[config.mk]
export PLATFORM = sky130hd
export DESIGN_NAME = ioewin_bridge
export DESIGN_NICKNAME = d
export VERILOG_FILES = /design/src/rtl/ioewin_pkg.sv /design/src/rtl/ioewin_lanes.sv /design/src/rtl/ioewin_decode.sv /design/src/rtl/ioewin_ctrl.sv /design/src/rtl/ioewin_bridge.sv
export SDC_FILE = /design/constraint.sdc
export NUM_CORES = 1
export LEC_CHECK = 0
export CELL_PAD_IN_SITES_DETAIL_PLACEMENT = 2
export CELL_PAD_IN_SITES_GLOBAL_PLACEMENT = 2
export CORE_ASPECT_RATIO = 0.9
export CORE_UTILIZATION = 26
export CTS_CLUSTER_DIAMETER = 150
export DETAILED_ROUTE_END_ITERATION = 16
export GPL_TIMING_DRIVEN = 0
export MAX_ROUTING_LAYER = met4
export PLACE_DENSITY_LB_ADDON = 0.1
export SYNTH_ARGS = -nofsm -noshare
export SYNTH_HDL_FRONTEND = slang
export SYNTH_SLANG_ARGS = --single-unit
[constraint.sdc]
create_clock -name clk -period 3 [get_ports clk]
set_clock_uncertainty 0.05 [all_clocks]
set_input_delay 0.6 -clock clk [delete_from_list [all_inputs] [get_ports clk]]
set_output_delay 0.6 -clock clk [all_outputs]
set_load 0.01 [all_outputs]
[src/rtl/ioewin_pkg.sv]
package ioewin_pkg;

  localparam int DATA_W = 32;
  localparam int SIZE_W = 2;

  typedef enum logic [1:0] {
    ST_IDLE = 2'd0,
    ST_BUS  = 2'd1,
    ST_VEC  = 2'd2,
    ST_RESP = 2'd3
  } ioewin_state_e;

endpackage

[src/rtl/ioewin_lanes.sv]
// Size-dependent byte-lane reversal between big- and little-endian order.
module ioewin_lanes #(
  parameter int DATA_W = 32,
  parameter int SIZE_W = 2
) (
  input  logic [SIZE_W-1:0] size,
  input  logic [DATA_W-1:0] din,
  output logic [DATA_W-1:0] dout
);
  localparam int NB  = DATA_W / 8;
  localparam int NSZ = $clog2(NB) + 1;

  logic [NSZ-1:0][DATA_W-1:0] by_size;

  for (genvar s = 0; s < NSZ; s++) begin : g_size
    for (genvar i = 0; i < NB; i++) begin : g_lane
      if (i < (1 << s)) begin : g_used
        assign by_size[s][i*8 +: 8] = din[((1 << s) - 1 - i)*8 +: 8];
      end else begin : g_zero
        assign by_size[s][i*8 +: 8] = 8'h00;
      end
    end
  end

  always_comb begin
    if (int'(size) >= NSZ) dout = by_size[NSZ-1];
    else                   dout = by_size[size];
  end
endmodule

[src/rtl/ioewin_decode.sv]
// Region decode and CPU-address to port-number translation.
module ioewin_decode #(
  parameter int                ADDR_W     = 32,
  parameter int                PORT_W     = 16,
  parameter logic [ADDR_W-1:0] WIN_BASE   = 32'h8000_0000,
  parameter int                WIN_BYTES  = 32'h0080_0000,
  parameter logic [ADDR_W-1:0] ACK_ADDR   = 32'hBFFF_FFF0,
  parameter int                ACK_BYTES  = 4,
  parameter int                SPARSE_LO  = 5,
  parameter int                PAGE_LSB   = 12
) (
  input  logic [ADDR_W-1:0] addr,
  input  logic              sparse,
  output logic              io_hit,
  output logic              ack_hit,
  output logic              ack_exact,
  output logic [PORT_W-1:0] port
);
  localparam int WIN_AW   = $clog2(WIN_BYTES);
  localparam int ACK_AW   = $clog2(ACK_BYTES);
  localparam int SPARSE_W = (WIN_AW - PAGE_LSB) + SPARSE_LO;

  logic [SPARSE_W-1:0] sparse_raw;
  logic [PORT_W-1:0]   flat_port;
  logic [PORT_W-1:0]   sparse_port;

  assign io_hit    = (addr[ADDR_W-1:WIN_AW] == WIN_BASE[ADDR_W-1:WIN_AW]);
  assign ack_hit   = (addr[ADDR_W-1:ACK_AW] == ACK_ADDR[ADDR_W-1:ACK_AW]);
  assign ack_exact = (addr == ACK_ADDR);

  // Page number lands just above the kept low bits; bits between are dropped.
  assign sparse_raw  = {addr[WIN_AW-1:PAGE_LSB], addr[SPARSE_LO-1:0]};
  assign sparse_port = PORT_W'(sparse_raw);
  assign flat_port   = addr[PORT_W-1:0];
  assign port        = sparse ? sparse_port : flat_port;
endmodule

[src/rtl/ioewin_ctrl.sv]
// Transaction sequencer: request acceptance, I/O cycle, vector fetch, response.
module ioewin_ctrl
  import ioewin_pkg::*;
#(
  parameter int DATA_W = 32,
  parameter int PORT_W = 16,
  parameter int SIZE_W = 2
) (
  input  logic              clk,
  input  logic              rst_n,
  input  logic              req_valid,
  output logic              req_ready,
  input  logic [SIZE_W-1:0] req_size,
  input  logic              req_write,
  input  logic [DATA_W-1:0] wr_lanes,
  input  logic              io_hit,
  input  logic              ack_hit,
  input  logic              ack_exact,
  input  logic [PORT_W-1:0] port,
  output logic              req_hit,
  output logic              rsp_valid,
  input  logic              rsp_ready,
  output logic [DATA_W-1:0] rsp_rdata,
  output logic              io_valid,
  input  logic              io_ready,
  output logic [PORT_W-1:0] io_addr,
  output logic [SIZE_W-1:0] io_size,
  output logic              io_write,
  output logic [DATA_W-1:0] io_wdata,
  output logic              intack_strobe,
  output logic              rd_from_vec,
  output logic [SIZE_W-1:0] held_size,
  input  logic [DATA_W-1:0] rd_lanes
);
  ioewin_state_e     state;
  logic [PORT_W-1:0] addr_q;
  logic [SIZE_W-1:0] size_q;
  logic              write_q;
  logic [DATA_W-1:0] wdata_q;
  logic [DATA_W-1:0] rdata_q;

  assign req_ready     = (state == ST_IDLE);
  assign req_hit       = req_valid && (io_hit || ack_hit);
  assign io_valid      = (state == ST_BUS);
  assign intack_strobe = (state == ST_VEC);
  assign rd_from_vec   = (state == ST_VEC);
  assign rsp_valid     = (state == ST_RESP);
  assign rsp_rdata     = rdata_q;
  assign io_addr       = addr_q;
  assign io_size       = size_q;
  assign io_write      = write_q;
  assign io_wdata      = wdata_q;
  assign held_size     = size_q;

  always_ff @(posedge clk or negedge rst_n) begin
    if (!rst_n) begin
      state   <= ST_IDLE;
      addr_q  <= '0;
      size_q  <= '0;
      write_q <= 1'b0;
      wdata_q <= '0;
      rdata_q <= '0;
    end else begin
      unique case (state)
        ST_IDLE: begin
          if (req_valid) begin
            if (io_hit) begin
              addr_q  <= port;
              size_q  <= req_size;
              write_q <= req_write;
              wdata_q <= req_write ? wr_lanes : '0;
              state   <= ST_BUS;
            end else if (ack_hit) begin
              size_q  <= req_size;
              write_q <= 1'b0;
              rdata_q <= '0;
              state   <= (!req_write && ack_exact) ? ST_VEC : ST_RESP;
            end
          end
        end
        ST_BUS: begin
          if (io_ready) begin
            rdata_q <= write_q ? '0 : rd_lanes;
            state   <= ST_RESP;
          end
        end
        ST_VEC: begin
          rdata_q <= rd_lanes;
          state   <= ST_RESP;
        end
        ST_RESP: begin
          if (rsp_ready) state <= ST_IDLE;
        end
        default: state <= ST_IDLE;
      endcase
    end
  end

  // pending response is held
  a_r10_rsp_hold: assert property (@(posedge clk) disable iff (!rst_n)
    rsp_valid && !rsp_ready |=> rsp_valid && $stable(rsp_rdata));

  // no new request while a response is outstanding
  a_r10_busy_block: assert property (@(posedge clk) disable iff (!rst_n)
    rsp_valid |-> !req_ready);

  // the I/O cycle stays put until the device answers
  a_r1_bus_hold: assert property (@(posedge clk) disable iff (!rst_n)
    io_valid && !io_ready |=> io_valid && $stable(io_addr) && $stable(io_wdata) && $stable(io_size));

  // the acknowledge strobe lasts a single cycle
  a_r6_strobe_once: assert property (@(posedge clk) disable iff (!rst_n)
    intack_strobe |=> !intack_strobe);

  // writes into the acknowledge region stay quiet
  a_r8_ack_write_quiet: assert property (@(posedge clk) disable iff (!rst_n)
    req_valid && req_ready && ack_hit && req_write |=> !intack_strobe && !io_valid && rsp_valid);

  // an unclaimed request leaves the bridge idle
  a_r9_unclaimed_idle: assert property (@(posedge clk) disable iff (!rst_n)
    req_valid && req_ready && !req_hit |=> req_ready);
endmodule

[src/rtl/ioewin_bridge.sv]
// Top: memory-space window to I/O-port bus with interrupt-acknowledge location.
module ioewin_bridge
  import ioewin_pkg::*;
#(
  parameter int                ADDR_W    = 32,
  parameter int                PORT_W    = 16,
  parameter int                VEC_W     = 8,
  parameter logic [ADDR_W-1:0] WIN_BASE  = 32'h8000_0000,
  parameter int                WIN_BYTES = 32'h0080_0000,
  parameter logic [ADDR_W-1:0] ACK_ADDR  = 32'hBFFF_FFF0,
  parameter int                ACK_BYTES = 4
) (
  input  logic              clk,
  input  logic              rst_n,
  input  logic              req_valid,
  output logic              req_ready,
  input  logic [ADDR_W-1:0] req_addr,
  input  logic [SIZE_W-1:0] req_size,
  input  logic              req_write,
  input  logic [DATA_W-1:0] req_wdata,
  input  logic              map_sparse,
  output logic              req_hit,
  output logic              rsp_valid,
  input  logic              rsp_ready,
  output logic [DATA_W-1:0] rsp_rdata,
  output logic              io_valid,
  input  logic              io_ready,
  output logic [PORT_W-1:0] io_addr,
  output logic [SIZE_W-1:0] io_size,
  output logic              io_write,
  output logic [DATA_W-1:0] io_wdata,
  input  logic [DATA_W-1:0] io_rdata,
  output logic              intack_strobe,
  input  logic [VEC_W-1:0]  intack_vec
);
  logic              io_hit, ack_hit, ack_exact;
  logic [PORT_W-1:0] port;
  logic [DATA_W-1:0] wr_lanes, rd_lanes, rd_src;
  logic              rd_from_vec;
  logic [SIZE_W-1:0] held_size;

  ioewin_decode #(
    .ADDR_W(ADDR_W), .PORT_W(PORT_W), .WIN_BASE(WIN_BASE), .WIN_BYTES(WIN_BYTES),
    .ACK_ADDR(ACK_ADDR), .ACK_BYTES(ACK_BYTES), .SPARSE_LO(5), .PAGE_LSB(12)
  ) u_decode (
    .addr(req_addr), .sparse(map_sparse), .io_hit(io_hit),
    .ack_hit(ack_hit), .ack_exact(ack_exact), .port(port)
  );

  ioewin_lanes #(.DATA_W(DATA_W), .SIZE_W(SIZE_W)) u_wr_lanes (
    .size(req_size), .din(req_wdata), .dout(wr_lanes)
  );

  assign rd_src = rd_from_vec ? DATA_W'(intack_vec) : io_rdata;

  ioewin_lanes #(.DATA_W(DATA_W), .SIZE_W(SIZE_W)) u_rd_lanes (
    .size(held_size), .din(rd_src), .dout(rd_lanes)
  );

  ioewin_ctrl #(.DATA_W(DATA_W), .PORT_W(PORT_W), .SIZE_W(SIZE_W)) u_ctrl (
    .clk(clk), .rst_n(rst_n),
    .req_valid(req_valid), .req_ready(req_ready), .req_size(req_size),
    .req_write(req_write), .wr_lanes(wr_lanes),
    .io_hit(io_hit), .ack_hit(ack_hit), .ack_exact(ack_exact), .port(port),
    .req_hit(req_hit),
    .rsp_valid(rsp_valid), .rsp_ready(rsp_ready), .rsp_rdata(rsp_rdata),
    .io_valid(io_valid), .io_ready(io_ready), .io_addr(io_addr),
    .io_size(io_size), .io_write(io_write), .io_wdata(io_wdata),
    .intack_strobe(intack_strobe), .rd_from_vec(rd_from_vec),
    .held_size(held_size), .rd_lanes(rd_lanes)
  );
endmodule

==> run metrics, run 1 <==
Adder-Cell Fraction of Synth Area=1.74%; I/O pins=between 200 and 250; vias in the first global route=slightly below 5000; initial antenna violation count=0; Area Overhead vs Synth=60.4%; FF-to-FF path depth=8; placed insts=between 800 and 900; clk buf depth=2; Layout Cells excl Fill=between 800 and 900; Die Wd=138 um; largest net degree at the start of global routing=57; reg-to-reg critical path startpoint=u_ctrl.state[0]; ant diodes=0; Pre-antenna DRT Iters=4; Worst Hold Class=in2async; worst hold slack=about 0.14 ns; Initial Utilization=roughly a quarter; Pwr Density=between 500 and 600 mW/mm^2; Worst EP required=2.35 ns; hold buffers post-CTS=0; Period Utilization, post-route=a little over nine tenths; die height=roughly 120 um; Post-DRT Antenna Nets=0; Vias/cell=4.97; Final GP Congestion=0.799; final setup fails=0; root buf cell=clkbuf_16; Seq cells post-synth=85; final hold violations=0; Tmin final=2.90 ns; slew of the pin with the lowest slew margin=~0.86 ns; result of the run=finished clean; RSZ-0062 raised after global routing=false; Max-slew headroom=a little over two fifths; XOR/XNOR Fraction of Synth Area=0%; Inserted Clock Buffers=9; CP arrival=between 2 and 2.5 ns; grt ovf=0; post-synthesis mux area share=11.3%; drt total wl=approximately 18000 um; GR Util All Layers=22.1%; row count=44; crit end category=output port; fmax=~0.34 GHz; sequential cell area fraction in the yosys report=49.2%; R2R Setup Slk=approximately 0.30 ns; LEAKAGE=~2.8 nW; crit path launch type=input pin; mapped cell area=0.00432 mm^2; Ys Warns=0; simple-gate share of the synthesized area=between 10% and 20%; share of layout cells above drive strength 1=~8.3%; Post-Syn Nets=550; hpwl dp=around 14000 um; Final Max Slew Viols=0; Max Cap Viol=0; die area=0.0171 mm^2; initial detailed-routing violation count=165; syn avg cell area=~10 um^2; CTS tree=yes; CTS sink count=85; number of fill cells=1719; largest family of logic cells by synthesized area=compound AO/OA/AOI/OAI gates; clock transition at the registers of the reported paths=roughly 0.06 ns; Max VDD drop=roughly 0.00028 V; first-pass GRT wire length=around 28000 um; Synth Area in Compound Gates=17.9%; Worst R2R End=u_ctrl.rsp_rdata[5]; CP Class=in2out; Mapped Cells=~430; crit path max fanout=4; drt drc=0; synth unique cells=38; Setup TNS=0 ns; CTS H-tree lvls=3; Port Buf Inserts=199; via count=4257; Clock Latency Late Sink=0.35 ns; Final Net Count=763; post-layout util=around 43%; WL/cell=between 20 and 25 um; Floorplan Core Area=~0.016 mm^2
==> cell families (layout without fill, tap and decap cells) <==
group	after synthesis	in the layout
buf+inv	40	258
fa+ha+maj	6	6
flops	85	85
mux	44	44
simple gates	140	140
compound gates	116	116
==> synthesized netlist by cell type, drive strengths merged <==
| master | count | area (um^2) |
|---|---|---|
| dfrtp | 85 | 2130 |
| nand2 | 70 | 263 |
| o21ai | 37 | 185 |
| mux2i | 27 | 270 |
| nand3 | 25 | 130 |
| o2bb2ai | 24 | 210 |
| clkbuf | 23 | 86.3 |
| nor2 | 20 | 75.1 |
| mux2 | 17 | 218 |
| o31ai | 16 | 120 |
| a22oi | 15 | 113 |
| buf | 12 | 88.8 |
| a21oi | 11 | 55.1 |
| o22ai | 9 | 56.3 |
| ha | 6 | 75.1 |
| nand4 | 6 | 37.5 |
| nor2b | 6 | 37.5 |
| inv | 4 | 15.0 |
| nand2b | 3 | 26.3 |
| a31oi | 2 | 12.5 |
| nor4 | 2 | 25.0 |
| a211oi | 1 | 12.5 |
| and2 | 1 | 6.26 |
| and3 | 1 | 6.26 |
| clkinv | 1 | 3.75 |
| nand4bb | 1 | 11.3 |
| nor3 | 1 | 16.3 |
| nor4b | 1 | 8.76 |
| o21a | 1 | 7.51 |
| or2 | 1 | 6.26 |
| or3 | 1 | 6.26 |
| or4 | 1 | 11.3 |
==> where the power goes <==
part / leakage [nW] / switching [mW] / internal, mW
clock network: 0.146 / 0.507 / 0.650
registers: 1.18 / 0.0384 / 1.19
logic: 1.52 / 0.798 / 0.574
total: 2.85 / 1.34 / 2.42
==> layout make-up <==
class / count / area [um^2] / share of cell area (%)
Sequential cell: 85 / 2130 / 30.7
Timing Repair Buffer: 202 / 2030 / 29.3
Multi-Input combinational cell: 306 / 2020 / 29.2
Tap cell: 207 / 259 / 3.74
Clock buffer: 9 / 225 / 3.25
Buffer: 35 / 175 / 2.53
Clock inverter: 7 / 73.8 / 1.06
Inverter: 5 / 18.8 / 0.271
==> per-stage QoR <==
stage                     setup slack, ns  instance area [um^2]  power (mW)
after global placement              -2.10                  6570        2.56
after CTS                          0.0948                  6930        3.79
after global routing              0.00160                  6930        3.94
after floorplan                     0.694                  4320        2.01
final                              0.0987                  6930        3.76
after detailed placement           -0.351                  6600        2.62
==> layer usage <==
metal | GRT usage (%) | wire [um] | vias up
li1 | - | - | 1982
met1 | 28.8 | 8180 | 2144
met2 | 34.8 | 8460 | 122
met3 | 5.78 | 1090 | 9
met4 | 3.77 | 144 | 0
met5 | - | 0 | -
==> worst max-delay path, cell delays in order <==
cell,delay (ns)
clkdlybuf4s50_1,0.43
or4_4,0.56
nor3_4,0.17
a21oi_2,0.10
nor2b_1,0.12
dlygate4sd2_1,0.27
==> registers in the layout, summed over array words and instances (netlist names) <==
| name | cells |
|---|---|
| u_ctrl.rsp_rdata | 32 |
| u_ctrl.state | 2 |
| u_ctrl.io_addr | 16 |
| u_ctrl.held_size | 2 |
| u_ctrl.io_wdata | 32 |
| u_ctrl.io_write | 1 |
==> repair_timing <==
action | 4_1_cts | 5_1_grt
gates resized for setup | 4 | 0
pin swaps | 2 | 1
setup buffers | 1 | 1
endpoints found under the setup margin | 1 | 1
endpoints found under the hold margin | 0 | 0
==> worst max path at each step <==
stage | depth (start not counted) | startpoint | to | slack (ns)
after global routing | 6 | req_addr[24] | req_hit | 0.002
after detailed placement | 6 | req_addr[24] | req_hit | -0.35
after floorplan | 4 | req_addr[24] | req_hit | 0.69
after global placement | 1 | rst_n | u_ctrl.rsp_rdata[21] | -2.10
after CTS | 6 | req_addr[24] | req_hit | 0.09
final | 6 | req_addr[24] | req_hit | 0.1
==> layout by cell type (no fill, tap or decap), types with 15 or more instances in the layout <==
cell type,instances
nand2_1,70
clkbuf_1,23
dfrtp_1,85
clkdlybuf4s50_1,197
nor2_1,20
a22oi_1,15
mux2i_1,27
o21ai_0,37
o31ai_1,16
nand3_1,24
o2bb2ai_1,24
Power figures use the tool's default switching activity.
==> run 2, diff against run 1 <==
CTS_BUF_LIST = sky130_fd_sc_hd__clkbuf_16   (was default)
==> results of run 2 <==
Final layout, timing and power as in run 1 (identical DEF).
==> run 3, diff against run 2 <==
GPL_ROUTABILITY_DRIVEN = 0   (was default)
==> results of run 3 <==
Final layout, timing and power as in run 1 (identical DEF).
